`config.mk`:
```
export PLATFORM = sky130hd
export DESIGN_NAME = hsync_gen_656
export DESIGN_NICKNAME = d
export VERILOG_FILES = /design/src/rtl/hsg_pkg.sv /design/src/rtl/hsg_trs_detect.sv /design/src/rtl/hsg_line_timer.sv /design/src/rtl/hsg_edge_locator.sv /design/src/rtl/hsync_gen_656.sv
export SDC_FILE = /design/constraint.sdc
export NUM_CORES = 1
export LEC_CHECK = 0
export CORE_MARGIN = 2
export CORE_UTILIZATION = 44
export CTS_BUF_LIST = sky130_fd_sc_hd__clkbuf_16
export CTS_CLUSTER_DIAMETER = 80
export DETAILED_ROUTE_END_ITERATION = 8
export DONT_BUFFER_PORTS = 1
export MAX_ROUTING_LAYER = met4
export PLACE_DENSITY = 0.67
export SETUP_SLACK_MARGIN = 0.4
export SLEW_MARGIN = 20
export SYNTH_ARGS = -nofsm -noshare
export SYNTH_HDL_FRONTEND = slang
export SYNTH_SLANG_ARGS = --single-unit
```
`constraint.sdc`:
```
create_clock -name clk -period 3.9 [get_ports clk]
set_clock_uncertainty 0.15 [all_clocks]
set_input_delay 0.78 -clock clk [delete_from_list [all_inputs] [get_ports clk]]
set_output_delay 0.78 -clock clk [all_outputs]
set_load 0.02 [all_outputs]
```
`src/rtl/hsg_pkg.sv`:
```
package hsg_pkg;

    localparam int PIX_W  = 8;
    localparam int OFS_W  = 10;
    localparam int POS_W  = 12;
    localparam int REL_W  = POS_W + 2;

    localparam logic [PIX_W-1:0] PRE_ONES  = 8'hFF;
    localparam logic [PIX_W-1:0] PRE_ZERO  = 8'h00;
    localparam int               FLAG_BIT  = 7;
    localparam int               HBIT      = 4;

    localparam logic [POS_W-1:0] POS_MAX   = '1;
    // Counter index (0 in the strobe cycle) whose match makes hs change
    // three edges after the XY byte is sampled.
    localparam int               LEAD_BASE = 2;

    typedef struct packed {
        logic eav;
        logic sav;
    } trs_hit_t;

    typedef struct packed {
        logic             valid;
        logic [POS_W-1:0] pos;
    } edge_pos_t;

    // Map a signed position relative to the line reference onto the
    // line counter; negative positions fold back by the measured length.
    function automatic edge_pos_t locate_edge(
        input logic signed [REL_W-1:0] rel,
        input logic [POS_W-1:0]        len,
        input logic                    len_ok
    );
        edge_pos_t               r;
        logic signed [REL_W-1:0] w;
        w = rel + $signed({{(REL_W-POS_W){1'b0}}, len});
        if (!rel[REL_W-1]) begin
            r.valid = (rel[REL_W-1:POS_W] == '0);
            r.pos   = rel[POS_W-1:0];
        end else begin
            r.valid = len_ok && (w[REL_W-1:POS_W] == '0);
            r.pos   = w[POS_W-1:0];
        end
        return r;
    endfunction

endpackage

```
`src/rtl/hsg_trs_detect.sv`:
```
module hsg_trs_detect
    import hsg_pkg::*;
(
    input  logic             clk,
    input  logic             rst,
    input  logic [PIX_W-1:0] pix_in,
    output trs_hit_t         hit
);

    logic [2:0][PIX_W-1:0] hist;
    logic                  pre_ok;

    always_ff @(posedge clk) begin
        if (rst) begin
            hist <= '0;
        end else begin
            hist <= {hist[1:0], pix_in};
        end
    end

    always_comb begin
        pre_ok  = (hist[2] == PRE_ONES) && (hist[1] == PRE_ZERO) &&
                  (hist[0] == PRE_ZERO) && pix_in[FLAG_BIT];
        hit.eav = pre_ok && pix_in[HBIT];
        hit.sav = pre_ok && !pix_in[HBIT];
    end

endmodule

```
`src/rtl/hsg_line_timer.sv`:
```
module hsg_line_timer
    import hsg_pkg::*;
(
    input  logic             clk,
    input  logic             rst,
    input  logic             eav_hit,
    output logic [POS_W-1:0] pos,
    output logic [POS_W-1:0] line_len,
    output logic             seen,
    output logic             len_ok
);

    always_ff @(posedge clk) begin
        if (rst) begin
            pos      <= '0;
            line_len <= '0;
            seen     <= 1'b0;
            len_ok   <= 1'b0;
        end else if (eav_hit) begin
            pos      <= '0;
            line_len <= (pos == POS_MAX) ? POS_MAX : pos + 1'b1;
            seen     <= 1'b1;
            len_ok   <= seen;
        end else if (pos != POS_MAX) begin
            pos <= pos + 1'b1;
        end
    end

endmodule

```
`src/rtl/hsg_edge_locator.sv`:
```
module hsg_edge_locator
    import hsg_pkg::*;
#(
    parameter int BASE = 2
) (
    input  logic [OFS_W-1:0] ofs,
    input  logic [POS_W-1:0] line_len,
    input  logic             len_ok,
    output edge_pos_t        edge_pos
);

    localparam logic signed [REL_W-1:0] BASE_V = REL_W'(BASE);

    logic signed [REL_W-1:0] rel;

    always_comb begin
        rel      = BASE_V + $signed({{(REL_W-OFS_W){ofs[OFS_W-1]}}, ofs});
        edge_pos = locate_edge(rel, line_len, len_ok);
    end

endmodule

```
`src/rtl/hsync_gen_656.sv`:
```
module hsync_gen_656
    import hsg_pkg::*;
#(
    parameter int NOM_WIDTH = 64
) (
    input  logic             clk,
    input  logic             rst,
    input  logic [PIX_W-1:0] pix_in,
    input  logic [OFS_W-1:0] lead_ofs,
    input  logic [OFS_W-1:0] trail_ofs,
    output logic             hs,
    output logic             active_video,
    output logic             line_start
);

    localparam int TRAIL_BASE = LEAD_BASE + NOM_WIDTH;

    trs_hit_t         hit;
    logic [POS_W-1:0] pos;
    logic [POS_W-1:0] line_len;
    logic             seen;
    logic             len_ok;
    edge_pos_t        lead_pos;
    edge_pos_t        trail_pos;
    logic             lead_now;
    logic             trail_now;

    hsg_trs_detect u_detect (
        .clk    (clk),
        .rst    (rst),
        .pix_in (pix_in),
        .hit    (hit)
    );

    hsg_line_timer u_timer (
        .clk      (clk),
        .rst      (rst),
        .eav_hit  (hit.eav),
        .pos      (pos),
        .line_len (line_len),
        .seen     (seen),
        .len_ok   (len_ok)
    );

    hsg_edge_locator #(.BASE(LEAD_BASE)) u_lead (
        .ofs      (lead_ofs),
        .line_len (line_len),
        .len_ok   (len_ok),
        .edge_pos (lead_pos)
    );

    hsg_edge_locator #(.BASE(TRAIL_BASE)) u_trail (
        .ofs      (trail_ofs),
        .line_len (line_len),
        .len_ok   (len_ok),
        .edge_pos (trail_pos)
    );

    assign lead_now  = lead_pos.valid  && (pos == lead_pos.pos);
    assign trail_now = trail_pos.valid && (pos == trail_pos.pos);

    always_ff @(posedge clk) begin
        if (rst) begin
            hs           <= 1'b0;
            active_video <= 1'b0;
            line_start   <= 1'b0;
        end else begin
            line_start <= hit.eav;
            if (hit.sav) begin
                active_video <= 1'b1;
            end else if (hit.eav) begin
                active_video <= 1'b0;
            end
            // Leading edge wins when both edges land on one count.
            if (!seen) begin
                hs <= 1'b0;
            end else if (lead_now) begin
                hs <= 1'b1;
            end else if (trail_now) begin
                hs <= 1'b0;
            end
        end
    end

endmodule

```
; After elaboration in Yosys (flattened, before gate mapping)
; Cells that the tools add are included.
[op_classes]
add_sub_neg = 5
mul = 0
n_div = 0
magnitude_cmp = 0
eq_ne = 5
shifts = 0
muxes = 7
bitwise = 1
reduce_logical = 20
[op_table]
columns = op, count
row1 = 14-bit by 13-bit adder with 14-bit output, 2
row2 = 13-bit two-way mux, 2
row3 = 12-bit equality test, 2
row4 = 8-bit logical NOT, 2
row5 = "12-bit by 1-bit adder with 12-bit output, second input constant", 1
row6 = "12-bit equality test, second input constant", 1
row7 = 12-bit two-way mux, 1
row8 = "12-bit != test, second input constant", 1
row9 = "3-bit by 10-bit adder with 11-bit output, first input constant", 1
row10 = "8-bit by 10-bit adder with 11-bit output, first input constant", 1
row11 = 1-bit logical AND, 9
row12 = "8-bit equality test, second input constant", 1
row13 = 2-bit logical NOT, 4
row14 = 1-bit two-way mux, 4
row15 = 2-bit nonzero test, 2
row16 = 2-bit OR reduction, 2
row17 = 1-bit logical NOT, 1
row18 = 1-bit inverter, 1
[totals]
regBits = 53
latchBits = 0
mem_bits_rw = 0
romBits = 0
out_inout_bits = 3
wordCells = 48
memories = 0

; Logic depth before layout (Yosys ltp)
; Gate-level depths: netlist (run 1).
[depth]
ltp_word = 9
mapped_depth = 14
ltp_nobuf = 14

; Modules after synthesis
; A second synthesis (run 1) with hierarchy kept.
[hier_totals]
cells_unflattened = 452
area_unflattened_um2 = 3813.7
[by_module_without_submodules]
columns = module, n_inst, cells_each, area_per_inst_um2, seq_area_each_um2
row1 = hsg_line_timer, 1, 121, 1103.6, 520.5
row2 = hsg_edge_locator (u_trail), 1, 114, 822.0, 0.0
row3 = hsg_edge_locator (u_lead), 1, 112, 797.0, 0.0
row4 = hsg_trs_detect, 1, 62, 724.4, 480.5
row5 = hsync_gen_656, 1, 43, 366.6, 60.1

; Worst setup path after synthesis (run 1)
; OpenSTA, ideal clock, no wires.
[synth_timing]
path_type = input port to flip-flop
from = input trail_ofs[1]
to = register hs
setup_time_ns = 0.126
arrival_time_ns = 3.471
t_required_ns = 3.624
setup_slack_ns = 0.153
cell_stages = 13
n_path_buf = 0
cell_sequence = ha_1 > a41oi_1 > xnor2_1 > ha_1 > a21oi_1 > a21oi_1 > a2111oi_2 > nand2_1 > a211o_1 > nor4_1 > o2111ai_1 > o2111ai_1 > o31ai_1
[synth_between]
elab_chain_cells = 7
elab_cells_between_ends = 9
classes_between = add/sub (2) / eq/ne (1) / mux (1) / reduce/logical (5)
[synth_lines]
columns = element, line_no
row1 = from (decl), hsync_gen_656.sv:10  ; input logic [OFS_W-1:0] trail_ofs,
row2 = 8-bit by 10-bit adder with 11-bit output (*), hsg_edge_locator.sv:17  ; rel = BASE_V + $signed({{(REL_W-OFS_W){ofs[OFS_W-1]}}, ofs});
row3 = 14-bit by 13-bit adder with 14-bit output, hsg_pkg.sv:37  ; w = rel + $signed({{(REL_W-POS_W){1'b0}}, len});
row4 = 2-bit logical NOT, hsg_pkg.sv:42  ; r.valid = len_ok && (w[REL_W-1:POS_W] == '0);
row5 = 1-bit logical AND, hsg_pkg.sv:42
row6 = 13-bit two-way mux (*), hsg_pkg.sv:38  ; if (!rel[REL_W-1]) begin
row7 = 1-bit logical AND (*), hsync_gen_656.sv:60  ; assign trail_now = trail_pos.valid && (pos == trail_pos.pos);
row8 = 2-bit nonzero test (no source line) (*), -
row9 = to (signal assigned), hsync_gen_656.sv:64  ; hs <= 1'b0;
row10 = to (signal assigned), hsync_gen_656.sv:76  ; hs <= 1'b0;
row11 = to (signal assigned), hsync_gen_656.sv:78  ; hs <= 1'b1;
row12 = to (decl), hsync_gen_656.sv:11  ; output logic hs,
; Mark *: on every way between the ends. The rest lies on a longest branch, timed or not.
; A chain may end at the register's enable or synchronous reset.

; Worst setup path in the final report (run 1)
; Ends and elaborated chain as after synthesis.

==> results.yml, run 1 <==
setup_path:
  slowest_stage: "a211o_1"
  endpoint_kind: "flip-flop"
  slowest_delay_ps: 340
  ff2ff_setup_slack_ps: 810
  crit_arrival_ps: 3450
  crit_required_ps: 3920
  worstSetupStartpointType: "input port"
  worstReg2RegStart: "u_timer.line_len[0]"
  crit_fanout: 6
  cp.depth: 14
  crit_start: "trail_ofs[1]"
  crit_type: "in2reg"
  crit_chain: "ha_4 -> a41oi_4 -> buf_6 -> xnor2_4 -> ha_4 -> a21oi_4 -> a21oi_2 -> a2111oi_4 -> nand2_1 -> a211o_1 -> nor4_4 -> o2111ai_2 -> o2111ai_1 -> o31ai_1"
  reg2regPathDepth: 12
  path_buf_inv: 1
  path_common_cell: "ha_4"
  cp_top_family: "compound AO/OA/AOI/OAI gates"
detailed_routing:
  drc_errors: 0
  drtIter0Drc: 186
  vias: 3496
  routed_wl_um: 9949
  avgViaCountPerCell: 5.986
  wire_per_inst_um: 17.04
  dr.pass1.iters: 5
  ant_nets: 0
sta:
  worst_slew_pin_slew_ps: 797.1
  tns_ps: 0
  hold_violations: 0
  slew_viol_final: 0
  finalCritPeriodShare: 0.8791
  slew-limit-headroom: 0.4637
  period_needed_ps: 3429
  fin_hold_ws_ps: 308.3
  grt_setup_unrepaired: "true"
  fmax_mhz: 291.7
  finalSetupViolCount: 0
cells_and_area:
  area_growth_syn_to_layout_pct: 11.08
  n_antenna_cell: 0
  nets: 538
  layout_common_cells: "dfxtp_1 (53), nor2_1 (36), nand2_1 (31), xnor2_1 (30), nor2b_1 (27)"
  final_common_cell: "dfxtp_1"
  fill_cells: 812
  stdcell_area_um2: 4442
  drive_above_1_share: 0.1218
cts:
  worst_skew_pair.late_latency_ps: 280
  clockRootBuffer: "clkbuf_16"
  cts_tree: "built"
  numCtsBuffers: 5
  ctsHoldBuffers: 0
  cts.htree.levels: 2
  clkTransAtPathRegs_ps: 70
  cts.sinks: 53
  clockBufferDepth: 2
placement:
  gp_congestion: 0.9753
  dp_hpwl_um: 7674
  placed_cell_area_um2: 4051
  port_buffers: 0
yosys:
  synth_nets: 539
  synth-seq-area-share: 0.2653
  synth_seq_cells: 53
  yosysTopAreaCell: "dfxtp_1"
  synth_top_flop_cell: "dfxtp_1"
  ys_warn_count: 0
  syn_avg_cell_area_um2: 8.383
  yosysTopAreaCellShare: 0.2653
  synthCells: 477
  synth_area_leaders: "dfxtp_1 (27%), ha_1 (9.4%), xnor2_1 (7.0%)"
  synthDistinctLibCells: 68
  synth_area_um2: 3999
  synth_edf_count: 0
  synthArstFlopShare: 0
die:
  die-area_um2: 9866
  die_height_um: 99.33
  core_um2: 8763
  initial_core_util: 0.4563
  rows: 34
  ios: 33
  die_w_um: 99.33
pwr:
  vdd_drop_max_uv: 232.7
  p_leak_uw: 0.001754
  power.density_nw_per_um2: 275.4
  p_total_uw: 1223
global_route:
  grt_max_degree: 27
  grt_usage: 0.2046
  grt_overflow_total: 0
  grt_pass1_vias: 3283
  grt_pass1_wl_um: 15950
  antenna_found_initial: 0
run_status:
  status: "finished clean"
min_path:
  min_path_cells: 1
  worstHoldStart: "u_detect.hist[15]"
  hold_class: "reg2reg"
flow_run:
  drv_cap: 0
cell families after synthesis:
group / after synthesis / synth area share
multiplexers: 4 / 0.01001
adder cells (fa/ha/maj): 32 / 0.1039
AO/OA/AOI/OAI: 116 / 0.2059
AND/OR/NAND/NOR: 175 / 0.2340
buffers and inverters: 43 / 0.05882
XOR/XNOR: 54 / 0.1220
flip-flops: 53 / 0.2653
synth_stat cells, types with 2 or more instances:
cell type,number
a2111oi_0,2
a211o_1,3
a211oi_1,4
a21o_1,7
a21oi_1,29
a22o_1,10
a22oi_1,3
a311oi_1,2
a41oi_1,2
and2_1,5
and3_1,5
buf_1,2
clkbuf_1,8
clkbuf_8,6
dfxtp_1,53
fa_1,2
ha_1,30
inv_1,22
mux2i_1,4
nand2_1,32
nand3_1,23
nand4_1,5
nand4_4,2
nand4b_1,2
nor2_1,38
nor2b_1,27
nor3_1,12
nor4_1,6
nor4b_1,4
o2111ai_1,4
o21a_1,2
o21ai_0,16
o21bai_1,5
o221ai_1,2
o22ai_1,5
o2bb2ai_1,2
o31ai_1,4
or2_2,3
or3_1,3
or4_1,2
xnor2_1,32
xor2_1,21
final timing paths:
check	to
worst max-delay path	hs
worst min-delay path	u_detect.hist[23]
worst max register to register	hs
worst min register to register	u_detect.hist[23]
power by group:
group	switching [uW]	total (uW)	leakage (uW)	internal [uW]
sequential	13.6	567	0.000432	554
combinational	126	234	0.00126	107
clock	187	422	0.0000659	235
total	327	1220	0.00175	896
layout make-up:
cell class | instances | area, um2 | share of cell area
clock buffer | 5 | 125.1 | 0.02817
clock inverter | 2 | 16.27 | 0.003662
inverter | 24 | 92.59 | 0.02085
multi-input combinational | 381 | 2925 | 0.6586
sequential | 53 | 1061 | 0.2389
tap | 108 | 135.1 | 0.03042
timing repair buffer | 11 | 86.33 | 0.01944
routing by layer:
layer	global-route usage	part of all wire	vias up
met3	0.02670	0.041	14
met2	0.3462	0.49	110
met1	0.2639	0.45	1644
li1	-	-	1728
met5	-	0	-
met4	0.04110	0.017	0
registers in the layout (all words and copies together), names as in the netlist:
signal	flops
active_video	1
u_timer.line_len	12
u_detect.hist	24
u_timer.seen	1
u_timer.len_ok	1
hs	1
u_timer.pos	12
line_start	1
through the flow:
| stage | worst slack [ps] | std cells | utilization |
|---|---|---|---|
| after CTS | 412.1 | 579 | 0.4832 |
| after detailed placement | 48.05 | 570 | 0.4623 |
| after global placement | 89.07 | 570 | 0.4623 |
| final | 471.4 | 584 | 0.5069 |
| after global routing | 342.1 | 584 | 0.5069 |
| after floorplan | 406.0 | 477 | - |
worst reg2reg max path, cell delays in order, from the launching register on:
cell       delay, ps
dfxtp_1          400
ha_1             210
inv_1             60
fa_1             380
nand2b_1         180
a21oi_1          250
nor4b_1          100
o21ai_1          200
a2111oi_0        140
a221oi_1         230
nand4_1          120
or4_1            410
o31ai_1          180
timing repair:
item                       4_1_cts  5_1_grt
gates resized for setup          6       30
setup buffers                    2        5
pin swaps                        4       23
setup endpoints to repair        1        1
Power figures use the tool's default switching activity.
==> run 2, diff against run 1 <==
--- a/config.mk
+++ b/config.mk
@@ -5,6 +5,8 @@
 export SDC_FILE = /design/constraint.sdc
 export NUM_CORES = 1
 export LEC_CHECK = 0
+export CELL_PAD_IN_SITES_DETAIL_PLACEMENT = 1
+export CELL_PAD_IN_SITES_GLOBAL_PLACEMENT = 1
 export CORE_MARGIN = 2
 export CORE_UTILIZATION = 44
 export CTS_BUF_LIST = sky130_fd_sc_hd__clkbuf_16
@@ -12,7 +14,7 @@
 export DETAILED_ROUTE_END_ITERATION = 8
 export DONT_BUFFER_PORTS = 1
 export MAX_ROUTING_LAYER = met4
-export PLACE_DENSITY = 0.67
+export PLACE_DENSITY = 0.82
 export SETUP_SLACK_MARGIN = 0.4
 export SLEW_MARGIN = 20
 export SYNTH_ARGS = -nofsm -noshare
==> results.yml, run 2 (same netlist as run 1, synthesis figures left out) <==
run_status:
  status: "finished clean"
pwr:
  p_leak_uw: 0.001756
  vdd_drop_max_uv: 274.8
  power.density_nw_per_um2: 279.4
cells_and_area:
  area_growth_syn_to_layout_pct: 10.61
  top_regs: "u_detect.hist (24), u_timer.line_len (12), u_timer.pos (12)"
  stdcell_area_um2: 4423
  drive_above_1_share: 0.1258
  nets: 538
  layout_common_cells: "dfxtp_1 (53), nor2_1 (36), nand2_1 (32), xnor2_1 (30), nor2b_1 (27)"
  largest_reg_flops: 24
  fill_cells: 1025
  regMostFlops: "u_detect.hist"
  n_antenna_cell: 0
  final_common_cell: "dfxtp_1"
global_route:
  grt_pass1_wl_um: 18560
  grt_max_degree: 27
  antenna_found_initial: 0
  grt_overflow_total: 0
  grt_usage: 0.2409
  grt_pass1_vias: 3726
placement:
  port_buffers: 0
  placed_cell_area_um2: 4066
  dp_hpwl_um: 9002
  gp_congestion: 0.9517
setup_path:
  path_buf_inv: 0
  crit_start: "trail_ofs[1]"
  path_common_cell: "xor2_1"
  crit_arrival_ps: 3440
  crit_required_ps: 3920
  crit_type: "in2reg"
  cp_top_family: "compound AO/OA/AOI/OAI gates"
  crit_fanout: 6
  crit_chain: "ha_2 -> xor2_1 -> ha_1 -> or2_2 -> o221a_2 -> o311a_1 -> or3_1 -> a32oi_1 -> xor2_1 -> nand2_1 -> o2111ai_1 -> o31ai_1"
  endpoint_kind: "flip-flop"
  slowest_delay_ps: 350
  slowest_stage: "o311a_1"
  worstSetupStartpointType: "input port"
  worstReg2RegStart: "u_timer.line_len[0]"
flow_run:
  drv_cap: 0
die:
  die-area_um2: 9866
  ios: 33
  die_w_um: 99.33
  die_height_um: 99.33
  initial_core_util: 0.4563
  core_um2: 8763
  rows: 34
detailed_routing:
  routed_wl_um: 11610
  avgViaCountPerCell: 6.145
  wire_per_inst_um: 19.85
  ant_nets: 0
  drtIter0Drc: 127
  vias: 3595
  dr.pass1.iters: 5
  drc_errors: 0
cts:
  numCtsBuffers: 5
  clockRootBuffer: "clkbuf_16"
  worst_skew_pair.late_latency_ps: 290
  cts.htree.levels: 2
  clockBufferDepth: 2
  cts_tree: "built"
  clkTransAtPathRegs_ps: 70
  cts.sinks: 53
sta:
  period_needed_ps: 3417
  worst_slew_pin_slew_ps: 831.7
  finalSetupViolCount: 0
  slew_viol_final: 0
  slew-limit-headroom: 0.4404
  fin_hold_ws_ps: 314.4
  grt_setup_unrepaired: "false"
  hold_violations: 0
  finalCritPeriodShare: 0.8762
  fmax_mhz: 292.6
min_path:
  worstHoldStart: "u_detect.hist[13]"
  hold_class: "reg2reg"
-- run 2: routing by layer --
metal / track usage / share of wire
met5: - / 0
met4: 0.05901 / 0.023
met3: 0.02811 / 0.034
met2: 0.4194 / 0.51
met1: 0.2982 / 0.43
-- run 2: where the power goes --
part	leakage [uW]	internal (uW)	switching, uW
Clock	0.0000718	239	195
Combinational	0.00125	104	131
Sequential	0.000432	554	13.7
Total	0.00176	897	339
-- run 2: repair_timing --
item	in CTS	in global routing
pin swaps	6	14
hold buffers	0	0
setup endpoints to repair	1	1
setup buffers	2	3
resized for setup	10	24
-- run 2: path summary, 6_finish.rpt --
kind                        to  slack, ps  cells past startpoint
max                         hs        480                     12
min          u_detect.hist[21]        310                      1
max reg2reg                 hs        740                     12
min reg2reg  u_detect.hist[21]        310                      1
-- run 2: cell type report --
cell class	count	area (um2)	area share
Multi-Input combinational cell	381	2905	0.6569
Sequential cell	53	1061	0.2399
Tap cell	108	135.1	0.03055
Clock buffer	5	125.1	0.02829
Inverter	24	92.59	0.02093
Timing Repair Buffer	11	82.58	0.01867
Clock inverter	3	21.27	0.004809
-- run 2: per-stage QoR --
step / util / power [uW] / cells / setup TNS [ps] / worst slack [ps]
3_3_place_gp: 0.4640 / 778.9 / 572 / 0 / 31.96
4_1_cts: 0.4880 / 1226 / 582 / 0 / 407.8
2_1_floorplan: - / 744.8 / 477 / 0 / 406.0
5_1_grt: 0.5047 / 1292 / 585 / 0 / 351.8
3_5_place_dp: 0.4640 / 788.0 / 572 / -76.76 / -76.76
6_report: 0.5047 / 1236 / 585 / 0 / 482.7
